**src/rtl/mxs_scan_pkg.sv**
```systemverilog
package mxs_scan_pkg;
    localparam int IR_W   = 8;
    localparam int CELL_W = 4;
    localparam int IFC_W  = 4;
    localparam int N_ACELL = 2;
    localparam int BS_W   = IFC_W + N_ACELL * CELL_W + 2;
    localparam int SW_W   = 5;

    localparam logic [IR_W-1:0] OP_ISOLATE = 8'h00;
    localparam logic [IR_W-1:0] OP_PROBE   = 8'h01;
    localparam logic [IR_W-1:0] OP_SAMPLE  = 8'h02;
    localparam logic [IR_W-1:0] OP_BYPASS  = '1;

    typedef enum logic [3:0] {
        TS_RESET, TS_IDLE,
        TS_SEL_DR, TS_CAP_DR, TS_SH_DR, TS_EX1_DR, TS_PAU_DR, TS_EX2_DR, TS_UPD_DR,
        TS_SEL_IR, TS_CAP_IR, TS_SH_IR, TS_EX1_IR, TS_PAU_IR, TS_EX2_IR, TS_UPD_IR
    } tap_st_e;

    typedef enum logic [1:0] {
        MODE_MISSION, MODE_PROBE, MODE_ISOLATE
    } cell_mode_e;
endpackage

```
**src/rtl/mxs_tap_fsm.sv**
```systemverilog
module mxs_tap_fsm
    import mxs_scan_pkg::*;
(
    input  logic    tck,
    input  logic    trst_n,
    input  logic    tms,
    output tap_st_e state
);
    tap_st_e st_d, st_q;

    always_comb begin
        st_d = st_q;
        unique case (st_q)
            TS_RESET:  st_d = tms ? TS_RESET  : TS_IDLE;
            TS_IDLE:   st_d = tms ? TS_SEL_DR : TS_IDLE;
            TS_SEL_DR: st_d = tms ? TS_SEL_IR : TS_CAP_DR;
            TS_CAP_DR: st_d = tms ? TS_EX1_DR : TS_SH_DR;
            TS_SH_DR:  st_d = tms ? TS_EX1_DR : TS_SH_DR;
            TS_EX1_DR: st_d = tms ? TS_UPD_DR : TS_PAU_DR;
            TS_PAU_DR: st_d = tms ? TS_EX2_DR : TS_PAU_DR;
            TS_EX2_DR: st_d = tms ? TS_UPD_DR : TS_SH_DR;
            TS_UPD_DR: st_d = tms ? TS_SEL_DR : TS_IDLE;
            TS_SEL_IR: st_d = tms ? TS_RESET  : TS_CAP_IR;
            TS_CAP_IR: st_d = tms ? TS_EX1_IR : TS_SH_IR;
            TS_SH_IR:  st_d = tms ? TS_EX1_IR : TS_SH_IR;
            TS_EX1_IR: st_d = tms ? TS_UPD_IR : TS_PAU_IR;
            TS_PAU_IR: st_d = tms ? TS_EX2_IR : TS_PAU_IR;
            TS_EX2_IR: st_d = tms ? TS_UPD_IR : TS_SH_IR;
            TS_UPD_IR: st_d = tms ? TS_SEL_DR : TS_IDLE;
            default:   st_d = TS_RESET;
        endcase
    end

    always_ff @(posedge tck or negedge trst_n) begin
        if (!trst_n) st_q <= TS_RESET;
        else         st_q <= st_d;
    end

    assign state = st_q;
endmodule

```
**src/rtl/mxs_instr_reg.sv**
```systemverilog
module mxs_instr_reg
    import mxs_scan_pkg::*;
#(
    parameter int W = IR_W
) (
    input  logic         tck,
    input  logic         trst_n,
    input  logic         tdi,
    input  tap_st_e      state,
    output logic         ir_tdo,
    output logic [W-1:0] instr
);
    localparam logic [W-1:0] CAPT_PAT = W'(1);

    typedef struct packed {
        logic [W-1:0] sr;
        logic [W-1:0] cur;
    } ir_t;

    ir_t r_d, r_q;

    always_comb begin
        r_d = r_q;
        unique case (state)
            TS_RESET:  r_d.cur = '1;
            TS_CAP_IR: r_d.sr  = CAPT_PAT;
            TS_SH_IR:  r_d.sr  = {tdi, r_q.sr[W-1:1]};
            TS_UPD_IR: r_d.cur = r_q.sr;
            default:   ;
        endcase
    end

    always_ff @(posedge tck or negedge trst_n) begin
        if (!trst_n) r_q <= '{sr: '0, cur: '1};
        else         r_q <= r_d;
    end

    assign ir_tdo = r_q.sr[0];
    assign instr  = r_q.cur;
endmodule

```
**src/rtl/mxs_bound_reg.sv**
```systemverilog
module mxs_bound_reg
    import mxs_scan_pkg::*;
#(
    parameter int W = BS_W
) (
    input  logic         tck,
    input  logic         trst_n,
    input  logic         tdi,
    input  tap_st_e      state,
    input  logic         sel,
    input  logic [W-1:0] cap_val,
    output logic         bs_tdo,
    output logic [W-1:0] lat
);
    typedef struct packed {
        logic [W-1:0] sr;
        logic [W-1:0] hold;
    } bs_t;

    bs_t r_d, r_q;

    always_comb begin
        r_d = r_q;
        if (state == TS_RESET) begin
            r_d.hold = '0;
        end else if (sel) begin
            unique case (state)
                TS_CAP_DR: r_d.sr   = cap_val;
                TS_SH_DR:  r_d.sr   = {tdi, r_q.sr[W-1:1]};
                TS_UPD_DR: r_d.hold = r_q.sr;
                default:   ;
            endcase
        end
    end

    always_ff @(posedge tck or negedge trst_n) begin
        if (!trst_n) r_q <= '0;
        else         r_q <= r_d;
    end

    assign bs_tdo = r_q.sr[0];
    assign lat    = r_q.hold;
endmodule

```
**src/rtl/mxs_cell_decode.sv**
```systemverilog
module mxs_cell_decode
    import mxs_scan_pkg::*;
(
    input  cell_mode_e        mode,
    input  logic [CELL_W-1:0] word,
    output logic [SW_W-1:0]   sw
);
    logic d_b, c_b, b1_b, b2_b;
    assign {d_b, c_b, b1_b, b2_b} = word;

    always_comb begin
        unique case (mode)
            MODE_ISOLATE: sw = {1'b0, c_b & d_b, c_b & ~d_b, b1_b, b2_b};
            MODE_PROBE:   sw = (d_b | c_b) ? 5'b10000 : {3'b100, b1_b, b2_b};
            default:      sw = 5'b10000;
        endcase
    end
endmodule

```
**src/rtl/mxs_scan_ctrl.sv**
```systemverilog
module mxs_scan_ctrl
    import mxs_scan_pkg::*;
(
    input  logic             tck,
    input  logic             trst_n,
    input  logic             tms,
    input  logic             tdi,
    output logic             tdo,
    output logic             tdo_en,
    input  logic             ain_cmp,
    input  logic             aout_cmp,
    input  logic             dig_pin_in,
    input  logic             core_dout,
    output logic             core_din,
    output logic             dig_pin_out,
    output logic [IFC_W-1:0] ifc_ctl,
    output logic [SW_W-1:0]  ain_sw,
    output logic [SW_W-1:0]  aout_sw
);
    tap_st_e          tap_st;
    logic [IR_W-1:0]  instr;
    logic             ir_tdo, bs_tdo, sel_bsr;
    logic [BS_W-1:0]  bs_cap, bs_lat;
    cell_mode_e       mode;
    logic [N_ACELL-1:0][CELL_W-1:0] cell_w, cell_cmp;
    logic [N_ACELL-1:0][SW_W-1:0]   cell_sw;

    mxs_tap_fsm u_fsm (
        .tck(tck), .trst_n(trst_n), .tms(tms), .state(tap_st)
    );

    mxs_instr_reg #(.W(IR_W)) u_ir (
        .tck(tck), .trst_n(trst_n), .tdi(tdi), .state(tap_st),
        .ir_tdo(ir_tdo), .instr(instr)
    );

    always_comb begin
        unique case (instr)
            OP_ISOLATE: mode = MODE_ISOLATE;
            OP_PROBE:   mode = MODE_PROBE;
            default:    mode = MODE_MISSION;
        endcase
    end
    assign sel_bsr = (instr == OP_ISOLATE) || (instr == OP_PROBE) || (instr == OP_SAMPLE);

    // cell 1 = analog input pin, cell 0 = analog output pin
    assign cell_cmp[1] = {ain_cmp,  {(CELL_W-1){1'b0}}};
    assign cell_cmp[0] = {aout_cmp, {(CELL_W-1){1'b0}}};
    assign bs_cap = {{IFC_W{1'b0}}, cell_cmp, dig_pin_in, core_dout};

    mxs_bound_reg #(.W(BS_W)) u_bsr (
        .tck(tck), .trst_n(trst_n), .tdi(tdi), .state(tap_st), .sel(sel_bsr),
        .cap_val(bs_cap), .bs_tdo(bs_tdo), .lat(bs_lat)
    );

    assign cell_w = bs_lat[BS_W-IFC_W-1:2];

    for (genvar g = 0; g < N_ACELL; g++) begin : g_acell
        mxs_cell_decode u_dec (
            .mode(mode), .word(cell_w[g]), .sw(cell_sw[g])
        );
    end

    assign ain_sw      = cell_sw[1];
    assign aout_sw     = cell_sw[0];
    assign ifc_ctl     = (mode == MODE_MISSION) ? '0 : bs_lat[BS_W-1 -: IFC_W];
    assign dig_pin_out = (mode == MODE_ISOLATE) ? bs_lat[0] : core_dout;
    assign core_din    = (mode == MODE_ISOLATE) ? bs_lat[1] : dig_pin_in;

    // bypass stage
    logic byp_d, byp_q;
    always_comb begin
        byp_d = byp_q;
        if (!sel_bsr && tap_st == TS_CAP_DR) byp_d = 1'b0;
        else if (!sel_bsr && tap_st == TS_SH_DR) byp_d = tdi;
    end
    always_ff @(posedge tck or negedge trst_n) begin
        if (!trst_n) byp_q <= 1'b0;
        else         byp_q <= byp_d;
    end

    // falling-edge output stage
    typedef struct packed {
        logic dat;
        logic en;
    } out_t;
    out_t o_d, o_q;

    always_comb begin
        o_d     = o_q;
        o_d.en  = (tap_st == TS_SH_IR) || (tap_st == TS_SH_DR);
        if (tap_st == TS_SH_IR)      o_d.dat = ir_tdo;
        else if (tap_st == TS_SH_DR) o_d.dat = sel_bsr ? bs_tdo : byp_q;
    end
    always_ff @(negedge tck or negedge trst_n) begin
        if (!trst_n) o_q <= '0;
        else         o_q <= o_d;
    end

    assign tdo    = o_q.dat;
    assign tdo_en = o_q.en;
endmodule

```
**config.mk**
```make
export PLATFORM = sky130hd
export DESIGN_NAME = mxs_scan_ctrl
export DESIGN_NICKNAME = d
export VERILOG_FILES = /design/src/rtl/mxs_scan_pkg.sv /design/src/rtl/mxs_tap_fsm.sv /design/src/rtl/mxs_instr_reg.sv /design/src/rtl/mxs_bound_reg.sv /design/src/rtl/mxs_cell_decode.sv /design/src/rtl/mxs_scan_ctrl.sv
export SDC_FILE = /design/constraint.sdc
export NUM_CORES = 1
export LEC_CHECK = 0
export BUFFER_PORTS_ARGS = -buffer_cell sky130_fd_sc_hd__buf_4
export CAP_MARGIN = 20
export CORE_MARGIN = 4
export CORE_UTILIZATION = 25
export CTS_BUF_LIST = sky130_fd_sc_hd__clkbuf_8
export DETAILED_ROUTE_END_ITERATION = 6
export GPL_TIMING_DRIVEN = 0
export PLACE_DENSITY_LB_ADDON = 0.12
export SKIP_LAST_GASP = 1
export SYNTH_ARGS = -nofsm -noshare
export SYNTH_HDL_FRONTEND = slang
export SYNTH_SLANG_ARGS = --single-unit
```
**constraint.sdc**
```tcl
create_clock -name tck -period 3 [get_ports tck]
set_clock_uncertainty 0.15 [all_clocks]
set_input_delay 0.6 -clock tck [delete_from_list [all_inputs] [get_ports tck]]
set_output_delay 0.6 -clock tck [all_outputs]
set_load 0.005 [all_outputs]
```
After elaboration in Yosys (flattened, before gate mapping)
Index checks and enable logic that the tools add are counted.
{"block": "totals", "regBits": 51, "output_inout_bits": 18, "word_cells": 89}
{"block": "op_classes", "n_eq_ne": 19, "n_mux": 32, "bitwise_logic": 9, "reduce_logical": 21}
{"op": "4-bit one-hot mux with 12 select lines", "n": 1}
{"op": "14-bit two-way mux", "n": 3}
{"op": "4-bit equality test (second input constant)", "n": 8}
{"op": "8-bit one-hot mux with 2 select lines", "n": 2}
{"op": "14-bit one-hot mux with 2 select lines", "n": 1}
{"op": "4-bit two-way mux", "n": 5}
{"op": "5-bit one-hot mux with 2 select lines", "n": 2}
{"op": "4-bit by 3-bit equality test with 1-bit output (second input constant)", "n": 4}
{"op": "2-bit nonzero test", "n": 7}
{"op": "1-bit two-way mux", "n": 10}
{"op": "2-bit two-way mux", "n": 5}
{"op": "4-bit by 2-bit equality test with 1-bit output (second input constant)", "n": 2}
{"op": "8-bit by 1-bit equality test with 1-bit output (second input constant)", "n": 1}
{"op": "8-bit by 2-bit equality test with 1-bit output (second input constant)", "n": 1}
{"op": "8-bit logical NOT", "n": 1}
{"op": "3-bit two-way mux", "n": 2}
{"op": "1-bit AND", "n": 4}
{"op": "4-bit by 1-bit equality test with 1-bit output (second input constant)", "n": 1}
{"op": "4-bit logical NOT", "n": 1}
{"op": "2-bit one-hot mux with 2 select lines", "n": 1}
{"op": "2-bit OR reduction", "n": 2}
{"op": "1-bit logical OR", "n": 3}
{"op": "1-bit NOT", "n": 3}
{"op": "3-bit AND reduction", "n": 1}
{"op": "other kinds (8)", "n": 10}

Logic depth before layout (Yosys ltp)
Gate-level depths: netlist (run 1).
{"block": "logic_depth", "depth_word": 7, "ltp_mapped": 9, "mapped_depth_nobuf": 8}

By module
From an unflattened synthesis (run 1), not the netlist that was laid out.
{"block": "unflattened", "hier_cells": 271, "hier_area_um2": 2914.0}
{"mod": "mxs_bound_reg", "instances": 1, "cells_per_inst": 97, "area_per_inst_um2": 1396.3, "seq_area_each_um2": 700.7}
{"mod": "mxs_instr_reg", "instances": 1, "cells_per_inst": 79, "area_per_inst_um2": 752.0, "seq_area_each_um2": 410.4}
{"mod": "mxs_tap_fsm", "instances": 1, "cells_per_inst": 37, "area_per_inst_um2": 314.1, "seq_area_each_um2": 100.1}
{"mod": "mxs_scan_ctrl", "instances": 1, "cells_per_inst": 32, "area_per_inst_um2": 284.0, "seq_area_each_um2": 75.1}
{"mod": "mxs_cell_decode", "instances": 2, "cells_per_inst": 13, "area_per_inst_um2": 83.8, "seq_area_each_um2": 0.0}

==> summary.md, run 1 <==
| Metric | Value |
|---|---|
| Vias in the first global route | `1870` |
| Non-filler instance count after layout | `415` |
| Pin count of the biggest net entering global routing | `52` |
| Seq/Total Area, Yosys | `51.9%` |
| RR Startpoint | `u_ir.instr[4]` |
| Via Count | `1872` |
| Syn nets | `256` |
| Ys async rst share | `100%` |
| Slew of the pin with the lowest slew margin | `0.662 ns` |
| Post-synth EDFFs | `0` |
| Dominant cells by area after synthesis | `dfrtp_1 (41%), dfstp_2 (8.5%), a22o_1 (5.3%), o21ai_0 (3.8%), nand2_1 (3.8%)` |
| CTS tree | `yes` |
| Leakage | `1.31 nW` |
| Max-cap viol count | `0` |
| Post-synth top area share | `41.4%` |
| Area added between synthesis and finish | `24.0%` |
| Die area | `11600 um^2` |
| Worst reg2reg path depth | `7` |
| RSZ-0062 raised after global routing | `true` |
| Fin area | `3070 um^2` |
| Root Driver | `clkbuf_8` |
| Hold slack | `0.174 ns` |
| Std cell rows | `36` |
| Top delay family on crit path | `simple AND/OR/NAND/NOR gates` |
| Endpoint type of the worst setup path | `flip-flop` |
| FF+latch count, synth | `51` |
| Slew margin rel. | `55.5%` |
| Failing checks | `negative setup slack` |
| CP startpoint kind | `flip-flop` |
| CTS buffer count | `5` |
| I/O Buffers | `24` |
| Final net count | `293` |
| Detailed Route WL | `5930 um` |
| Worst Path Arrival | `2.82 ns` |
| DRC violations left | `0` |
| Min-delay worst type | `input port to async pin` |
| Most used cell, CP | `or3_4` |
| Worst Path Buf+Inv | `0` |
| Longest Clk Path Bufs | `2` |
| Setup violators final | `20` |
| CTS H-tree lvls | `2` |
| # clock sinks | `51` |
| Cells along the critical path | `or4_4, or3_4, or3_4, ha_4, o21a_1, mux2_4, a221o_1` |
| Layout cells sized above 1 | `25.9%` |
| Maximum VDD drop | `239 uV` |
| Most common cell after layout, fill and taps aside | `dfrtp_1` |
| Gr usage total | `11.0%` |
| WP data required | `1.50 ns` |
| DRT Pass-1 Iters | `4` |
| Most frequent cells in the layout | `dfrtp_1 (41), buf_4 (30), nand2_1 (24), o21ai_0 (17), nand3_1 (16)` |
| Vias per cell | `4.51` |
| Crit-path max cell delay | `0.54 ns` |
| Critical path's slowest cell | `or4_4` |
| Synthesized area | `2480 um^2` |
| Syn Inst Count | `244` |
| Worst R2R End | `tdo` |
| Die height | `108 um` |
| Outcome | `finished, violations left` |
| Detailed Route Iter0 Violations | `72` |
| Core region area | `9730 um^2` |
| Final Worst Setup Slack | `-1.32 ns` |
| Distinct cells, synth | `49` |
| Ys flop type | `dfrtp_1` |
| Clk slew on worst S/H paths | `0.09 ns` |
| # IOs | `26` |
| Final Hold Vio Count | `0` |
| Area after DPL | `2830 um^2` |
| Grt ovf | `0` |
| R2R Setup Slk | `-1.32 ns` |
| Antenna diodes | `0` |
| Worst setup path class | `flip-flop to flip-flop` |
| First-pass GRT wire length | `10000 um` |
| DP HPWL | `4170 um` |
| WL/cell | `14.3 um` |
| Die W | `108 um` |
| Clk_lat worst skew | `0.30 ns` |
| Initial Util | `25.5%` |
| Post-Syn Area per Cell | `10.2 um^2` |
| Routability cong. | `0.694` |
| Antenna violations before repair | `0` |
| Post-synth top area cell | `dfrtp_1` |
| Fin. max-slew vios | `0` |
| Power Density | `643 nW/um^2` |
| Max FO, Critical Path | `2` |
| Inst Count DP | `401` |
| Final ANT Viol Nets | `0` |
| Synth Warn # | `0` |
-- power by group --
part | internal (mW) | switching [mW] | total [mW] | leakage (nW)
Combinational | 0.251 | 0.335 | 0.586 | 0.594
Sequential | 0.824 | 0.0999 | 0.923 | 0.650
Clock | 0.243 | 0.224 | 0.467 | 0.0607
Total | 1.32 | 0.658 | 1.98 | 1.31
-- synthesized netlist by cell type (2+ instances only) --
master	instances
dfrtp_1	41
nand2_1	25
o21ai_0	19
nand3_1	16
a22o_1	15
inv_1	13
clkbuf_1	11
a21oi_1	9
nor2_1	9
dfstp_2	8
o22a_1	8
nor2b_1	7
mux2i_1	6
buf_2	5
a31oi_1	4
and2_1	4
ha_1	4
nor3b_1	3
dfrtn_1	2
mux2_2	2
nand3b_1	2
nor3_1	2
o21a_1	2
or3_1	2
-- flip-flops by register name (all words and copies together), names as in the netlist --
| name | flops |
|---|---|
| byp_q | 1 |
| tdo | 1 |
| tdo_en | 1 |
| u_bsr.bs_tdo | 1 |
| u_bsr.lat | 14 |
| u_bsr.r_q | 13 |
| u_fsm.state | 4 |
| u_ir.instr | 8 |
| u_ir.ir_tdo | 1 |
| u_ir.r_q | 7 |
-- cell type report --
type | instances | area [um^2]
flip-flops and latches | 51 | 1290
inverters | 13 | 48.8
repair buffers | 31 | 249
plain buffers | 16 | 77.6
multi-input cells | 163 | 1140
well taps | 133 | 166
clock inverters | 3 | 37.5
clock buffers | 5 | 68.8
fillers | 1058 | 6660
-- cell families after synthesis --
group | Yosys count | synth area share (%)
mux | 10 | 4.39
flops | 51 | 51.9
fa+ha+maj | 4 | 2.02
xor+xnor | 1 | 0.353
buf+inv | 30 | 4.95
compound gates | 67 | 18.9
simple gates | 81 | 17.5
-- through the flow --
stage / total power, mW / worst slack, ns / utilization [%] / setup TNS [ns]
detailed placement: 1.51 / -1.37 / 29.1 / -3.08
global route: 2.12 / -1.39 / 31.6 / -12.69
floorplan: 1.33 / -1.26 / - / -1.26
CTS: 2.00 / -1.37 / 31.3 / -9.94
finish: 1.98 / -1.32 / 31.6 / -10.39
global placement: 1.51 / -1.38 / 29.1 / -3.01
-- metal layers --
layer / wire length [um] / global-route usage, % / part of all wire (%)
met1: 3170 / 17.1 / 53
met2: 2580 / 15.5 / 43
met3: 127 / 1.80 / 2.1
met4: 61 / 2.98 / 1.0
met5: 0 / 0 / 0
-- how the worst max path moves through the flow --
| stage | from | end | slack (ns) | depth (start not counted) |
|---|---|---|---|---|
| after floorplan | u_ir.instr[3] | tdo | -1.26 | 7 |
| after global placement | u_ir.instr[3] | tdo | -1.38 | 7 |
| after detailed placement | u_ir.instr[3] | tdo | -1.37 | 7 |
| after CTS | u_ir.instr[4] | tdo | -1.37 | 7 |
| after global routing | u_ir.instr[4] | tdo | -1.39 | 7 |
| final | u_ir.instr[4] | tdo | -1.32 | 7 |
-- repair_timing --
action / 4_1_cts / 5_1_grt
gates resized for setup: 16 / 6
hold buffers: 0 / 0
buffers inserted: 4 / 3
endpoints found under the setup margin: 20 / 20
pin swaps: 4 / 3
(Power assumes the default switching activity.)
==> inputs of run 2 (changes only) <==
CTS_BUF_LIST = unset   (was sky130_fd_sc_hd__clkbuf_8)
CTS_CLUSTER_SIZE = 16   (was unset)
clock period = 4.75 ns   (was 3 ns; I/O delays follow)
==> run 2 against run 1 <==
Worst hold slack improved by 0.18 ns. Sequential share of layout area is 1.3 points higher. Global-route usage shrank 0.053 points. Final area is 3.0% lower. Setup slack gained 0.82 ns. Highest routed layer unchanged. Final cell count shrank 0.48%. The flow still finishes with violations (negative setup slack). Critical path type unchanged. Via count is 0.85% higher. Non-clock buffer count is 2 lower. Sequential cell count is the same. Critical endpoint unchanged. First-iteration DRC count rose by 9.7%.
==> summary.md, run 2 (synthesized netlist as in run 1, its figures left out) <==
| Metric | Value |
|---|---|
| Final Worst Setup Slack | `-0.501 ns (+0.822 ns)` |
| Final ANT Viol Nets | `0 (unchanged)` |
| Antenna violations before repair | `0 (unchanged)` |
| Die height | `108 um (unchanged)` |
| Final Hold Vio Count | `0 (unchanged)` |
| Most common cell after layout, fill and taps aside | `dfrtp_1` |
| Layout cells sized above 1 | `22.5% (-3.4 points)` |
| Met1 Resource Use GR | `16.9% (-0.24 points)` |
| Vias in the first global route | `1874 (+0.21%)` |
| Slew of the pin with the lowest slew margin | `0.677 ns (+0.0147 ns)` |
| Longest Clk Path Bufs | `2 (unchanged)` |
| Detailed Route Iter0 Violations | `79 (+9.7%)` |
| Clk_lat worst skew | `0.30 ns (about the same)` |
| Via Count | `1888 (+0.85%)` |
| Final net count | `291 (-0.68%)` |
| Worst R2R End | `tdo` |
| Reg power frac | `47.8% (+1.1 points)` |
| WP data required | `2.37 ns (+0.87 ns)` |
| Power share of the clock group | `22.7% (-0.9 points)` |
| GR peak layer | `met1` |
| CTS tree | `yes` |
| CTS buffer count | `5 (unchanged)` |
| Cts hold-fix bufs | `0 (unchanged)` |
| Fill count | `1066 (+0.76%)` |
| Hold depth | `1` |
| Cells along the critical path | `or4_4, or3_4, or3_4, ha_4, o21a_1, mux2_4, a221o_1` |
| RSZ-0062 raised after global routing | `true` |
| Most frequent cells in the layout | `dfrtp_1 (41), buf_4 (29), nand2_1 (25), o21ai_0 (19), nand3_1 (16)` |
| Hold Path Sink | `byp_q` |
| CP startpoint kind | `flip-flop` |
| Comb power frac | `29.5% (about the same)` |
| Power Density | `408 nW/um^2 (-37%)` |
| Root Driver | `clkbuf_8` |
| Routing usage on met3 | `1.56% (-0.24 points)` |
| Vias per cell | `4.57 (+1.3%)` |
| Max-cap viol count | `0 (unchanged)` |
| I/O Buffers | `24 (unchanged)` |
| Crit-path max cell delay | `0.54 ns (about the same)` |
| Slew margin rel. | `54.5% (-0.99 points)` |
| Final Util | `30.6% (-0.94 points)` |
| Sw Pwr | `0.414 mW (-37%)` |
| CTS H-tree lvls | `2 (unchanged)` |
| Detailed Route WL | `5880 um (-0.91%)` |
| WL/cell | `14.2 um (-0.43%)` |
| Tot Pwr | `1.22 mW (-38%)` |
| # clock sinks | `51 (unchanged)` |
| Leakage | `1.26 nW (-3.6%)` |
| Worst reg2reg path depth | `7 (unchanged)` |
| Sw Share | `34.0% (+0.70 points)` |
| Met2 global-route usage | `15.7% (+0.27 points)` |
| Setup violators final | `1 (-95%)` |
| Critical path's slowest cell | `or4_4` |
| # IOs | `26 (unchanged)` |
| RR Startpoint | `u_ir.instr[4]` |
| Fin area | `2980 um^2 (-3.0%)` |
| Initial Util | `25.5% (unchanged)` |
| Inst Count DP | `401 (unchanged)` |
| Routability cong. | `0.686 (-1.2%)` |
| Antenna diodes | `0 (unchanged)` |
| Core region area | `9730 um^2 (unchanged)` |
| DP HPWL | `4120 um (-1.0%)` |
| Area after DPL | `2830 um^2 (about the same)` |
| Maximum VDD drop | `149 uV (-37%)` |
| Hold path startpoint | `byp_q` |
| Min-delay worst type | `flip-flop to flip-flop` |
| R2R Setup Slk | `-0.50 ns (+0.82 ns)` |
| Clk slew on worst S/H paths | `0.09 ns (about the same)` |
| Pint | `0.804 mW (-39%)` |
| Worst setup path class | `flip-flop to flip-flop` |
| Sum of negative setup slack | `-0.501 ns (+9.89 ns)` |
| Fin. max-slew vios | `0 (unchanged)` |
| Largest register FFs | `14 (unchanged)` |
| Gr usage total | `10.9% (-0.053 points)` |
| Grt ovf | `0 (unchanged)` |
| Outcome | `finished, violations left` |
| DRT Pass-1 Iters | `4 (unchanged)` |
| Max FO, Critical Path | `2 (unchanged)` |
| Std cell rows | `36 (unchanged)` |
| Failing checks | `negative setup slack` |
| Die area | `11600 um^2 (unchanged)` |
| Non-filler instance count after layout | `413 (-0.48%)` |
| Pin count of the biggest net entering global routing | `52 (unchanged)` |
| First-pass GRT wire length | `10100 um (+0.48%)` |
| Area added between synthesis and finish | `20.3%` |
| Die W | `108 um (unchanged)` |
| DRC violations left | `0 (unchanged)` |
| Endpoint type of the worst setup path | `flip-flop` |
| Most used cell, CP | `or3_4` |
| Worst Path Arrival | `2.87 ns (+0.05 ns)` |
-- run 2: cell types whose count changed in the layout (fill, tap and decap cells not counted), sizes merged --
cell	change
bufinv	-1
inv	-2
clkinvlp	+1
buf	-3
clkbuf	+3
-- run 2: per-stage QoR --
step           worst slack, ns  hold WS, ns
6_report                -0.501        0.358
5_1_grt                 -0.575        0.381
4_1_cts                 -0.500        0.367
3_5_place_dp            -0.529        0.338
3_3_place_gp            -0.507        0.335
2_1_floorplan           -0.385        0.316
-- run 2: final cells by class --
cell class / count / area, um^2 / area share [%]
inverter: 13 / 48.8 / 1.64
buffer: 17 / 73.8 / 2.48
timing repair buffer: 28 / 210 / 7.05
multi-input combinational: 163 / 1090 / 36.6
sequential: 51 / 1290 / 43.1
clock buffer: 7 / 96.3 / 3.23
tap: 133 / 166 / 5.58
clock inverter: 1 / 7.51 / 0.252
-- run 2: power groups by stage --
stage | sequential (mW) | clock (mW) | combinational [mW]
global route | 0.594 | 0.307 | 0.412
global placement | 0.590 | 0 | 0.361
finish | 0.582 | 0.276 | 0.359
detailed placement | 0.589 | 0 | 0.365
floorplan | 0.571 | 0 | 0.272
CTS | 0.583 | 0.291 | 0.366
-- run 2: worst max-delay path by stage --
stage | startpoint | end | slack [ns]
after floorplan | u_ir.instr[3] | tdo | -0.39
after CTS | u_ir.instr[4] | tdo | -0.50
after global placement | u_ir.instr[3] | tdo | -0.51
after global routing | u_ir.instr[4] | tdo | -0.57
final | u_ir.instr[4] | tdo | -0.50
after detailed placement | u_ir.instr[3] | tdo | -0.53
-- run 2: worst max-delay path, delay by kind of cell (launching register included) --
| kind | cells | cell delay (ns) |
|---|---|---|
| and+or+nand+nor | 3 | 1.27 |
| AOI/OAI and AO/OA | 2 | 0.43 |
| DFF | 1 | 0.38 |
| muxes | 1 | 0.30 |
| adders and majority gates | 1 | 0.18 |
-- run 2: what timing repair did --
item / CTS / global route
pin swaps: 1 / 1
setup endpoints to repair: 1 / 1
resized for setup: 2 / 0
setup buffers: 2 / 2
-- run 2: routing by layer --
layer	wire, um	vias up
li1	-	938
met4	51	0
met1	3070	918
met2	2610	28
met3	145	4
met5	0	-
==> inputs of run 3 (changes only) <==
CORE_UTILIZATION = 35   (was 25)
==> run 3 against run 2 <==
The flow still finishes with violations (negative setup slack). Highest routed layer unchanged. Wire length shrank 8.3%. Clock power is essentially flat. Clock-buffer cell count unchanged.
==> summary.md, run 3 (synthesized netlist as in run 1, its figures left out) <==
| Metric | Value |
|---|---|
| Final net count | `290 (-0.34%)` |
| Worst setup path class | `flip-flop to flip-flop` |
| Slew margin rel. | `56.8% (+2.2 points)` |
| DRT Pass-1 Iters | `4 (unchanged)` |
| Non-filler instance count after layout | `375 (-9.2%)` |
| Vias per cell | `4.96 (+8.4%)` |
| Std cell rows | `30 (-17%)` |
| RR Startpoint | `u_ir.instr[4]` |
| Slew of the pin with the lowest slew margin | `0.648 ns (-0.0284 ns)` |
| Final Hold Vio Count | `0 (unchanged)` |
| Antenna violations before repair | `0 (unchanged)` |
| Max FO, Critical Path | `2 (unchanged)` |
| Initial Util | `36.3% (+11 points)` |
| Detailed Route WL | `5390 um (-8.3%)` |
| Root Driver | `clkbuf_8` |
| Fin area | `2930 um^2 (-1.8%)` |
| Setup violators final | `1 (unchanged)` |
| Worst Path Buf+Inv | `0 (unchanged)` |
| CTS buffer count | `5 (unchanged)` |
| Final Util | `42.9% (+12 points)` |
| Cts hold-fix bufs | `0 (unchanged)` |
| Area after DPL | `2790 um^2 (-1.6%)` |
| Gr usage total | `13.7% (+2.8 points)` |
| Cells along the critical path | `or4_4, or3_4, or3_4, ha_4, o21a_1, mux2_4, a221o_1` |
| Pre-CTS setup slack | `-0.490 ns (+0.0390 ns)` |
| Hold slack | `0.366 ns (+0.00822 ns)` |
| Hold Path Sink | `u_ir.instr[5]` |
| Clk slew on worst S/H paths | `0.09 ns (about the same)` |
| DRC violations left | `0 (unchanged)` |
| RSZ-0062 raised after global routing | `true` |
| Vias in the first global route | `1761 (-6.0%)` |
| CTS tree | `yes` |
| # IOs | `26 (unchanged)` |
| Leakage | `1.25 nW (-0.33%)` |
| Die height | `92.2 um (-14%)` |
| # clock sinks | `51 (unchanged)` |
| Max-cap viol count | `0 (unchanged)` |
| WP data required | `2.37 ns (about the same)` |
| Top delay family on crit path | `simple AND/OR/NAND/NOR gates` |
| Most common cell after layout, fill and taps aside | `dfrtp_1` |
| Final ANT Viol Nets | `0 (unchanged)` |
| Die area | `8490 um^2 (-27%)` |
| Via Count | `1859 (-1.5%)` |
| Most used cell, CP | `or3_4` |
| Failing checks | `negative setup slack` |
| Fill count | `709 (-33%)` |
| Endpoint type of the worst setup path | `flip-flop` |
| Detailed Route Iter0 Violations | `91 (+15%)` |
| Largest register FFs | `14 (unchanged)` |
| Worst Path Arrival | `2.80 ns (-0.07 ns)` |
| Core region area | `6830 um^2 (-30%)` |
| Layout cells sized above 1 | `22.2% (-0.28 points)` |
| Fin. max-slew vios | `0 (unchanged)` |
| R2R Setup Slk | `-0.43 ns (+0.08 ns)` |
| Grt ovf | `0 (unchanged)` |
| I/O Buffers | `24 (unchanged)` |
| Final Worst Setup Slack | `-0.425 ns (+0.0761 ns)` |
| Hold path startpoint | `u_ir.instr[5]` |
| Routability cong. | `0.739 (+7.7%)` |
| Inst Count DP | `364 (-9.2%)` |
| CTS H-tree lvls | `2 (unchanged)` |
| Min-delay worst type | `flip-flop to flip-flop` |
| Crit-path max cell delay | `0.53 ns (about the same)` |
| Critical path's slowest cell | `or4_4` |
| Worst reg2reg path depth | `7 (unchanged)` |
| Clk_lat worst skew | `0.30 ns (about the same)` |
| Longest Clk Path Bufs | `2 (unchanged)` |
| Most frequent cells in the layout | `dfrtp_1 (41), buf_4 (28), nand2_1 (25), o21ai_0 (19), nand3_1 (16)` |
| First-pass GRT wire length | `9250 um (-8.4%)` |
| Pin count of the biggest net entering global routing | `52 (unchanged)` |
| Area added between synthesis and finish | `18.1%` |
| CP startpoint kind | `flip-flop` |
| Worst R2R End | `tdo` |
| Maximum VDD drop | `231 uV (+55%)` |
| Power Density | `413 nW/um^2 (+1.2%)` |
| DP HPWL | `3800 um (-7.9%)` |
| Outcome | `finished, violations left` |
| Hold depth | `1 (unchanged)` |
| Die W | `92.2 um (-14%)` |
| WL/cell | `14.4 um (+0.99%)` |
| Antenna diodes | `0 (unchanged)` |
-- run 3: cell types whose count changed in the layout (fill, tap and decap cells not counted) --
cell,before,now
buf_4,29,28
-- run 3: layout make-up --
class / count / area [um^2] / area share, %
flip-flops and latches: 51 / 1290 / 43.9
clock buffers: 7 / 96.3 / 3.29
clock inverters: 1 / 7.51 / 0.256
repair buffers: 27 / 203 / 6.92
well taps: 96 / 120 / 4.10
inverters: 13 / 48.8 / 1.67
plain buffers: 17 / 73.8 / 2.52
multi-input cells: 163 / 1090 / 37.3
-- run 3: repair_timing --
action                     4_1_cts  5_1_grt
gates resized for setup          2        0
setup endpoints to repair        1        1
buffers inserted                 3        0
pin swaps                        2        1
-- run 3: worst register-to-register path, cell delays in order (launching register included) --
cell	delay, ns
dfstp_2	0.38
or4_4	0.53
or3_4	0.34
or3_4	0.35
ha_4	0.17
o21a_1	0.13
mux2_4	0.30
a221o_1	0.29
-- run 3: report_power, final --
| group | internal (mW) | switching [mW] | leakage, nW | total, mW |
|---|---|---|---|---|
| Clock | 0.133 | 0.144 | 0.0505 | 0.276 |
| Combinational | 0.150 | 0.202 | 0.553 | 0.352 |
| Sequential | 0.520 | 0.0616 | 0.650 | 0.582 |
-- run 3: metal layers --
layer  wire, um  GRT usage (%)  part of all wire [%]  up-vias
li1           -              -                     -      936
met1       2860           21.0                    53      894
met2       2280           19.0                    42       23
met3        179           2.71                   3.3        6
met4         68           4.46                   1.3        0
met5          0              0                     0        -
-- run 3: how the worst max path moves through the flow --
stage | startpoint | to | slack (ns) | depth (start not counted)
CTS | u_ir.instr[4] | tdo | -0.48 | 7
finish | u_ir.instr[4] | tdo | -0.43 | 7
global placement | u_ir.instr[3] | tdo | -0.49 | 7
floorplan | u_ir.instr[3] | tdo | -0.39 | 7
detailed placement | u_ir.instr[3] | tdo | -0.49 | 7
global route | u_ir.instr[4] | tdo | -0.51 | 7
-- run 3: metrics by stage --
step	total power, mW	setup TNS [ns]
floorplan	0.843	-0.385
global placement	0.942	-0.490
detailed placement	0.946	-0.490
CTS	1.23	-0.480
global route	1.30	-0.505
finish	1.21	-0.425
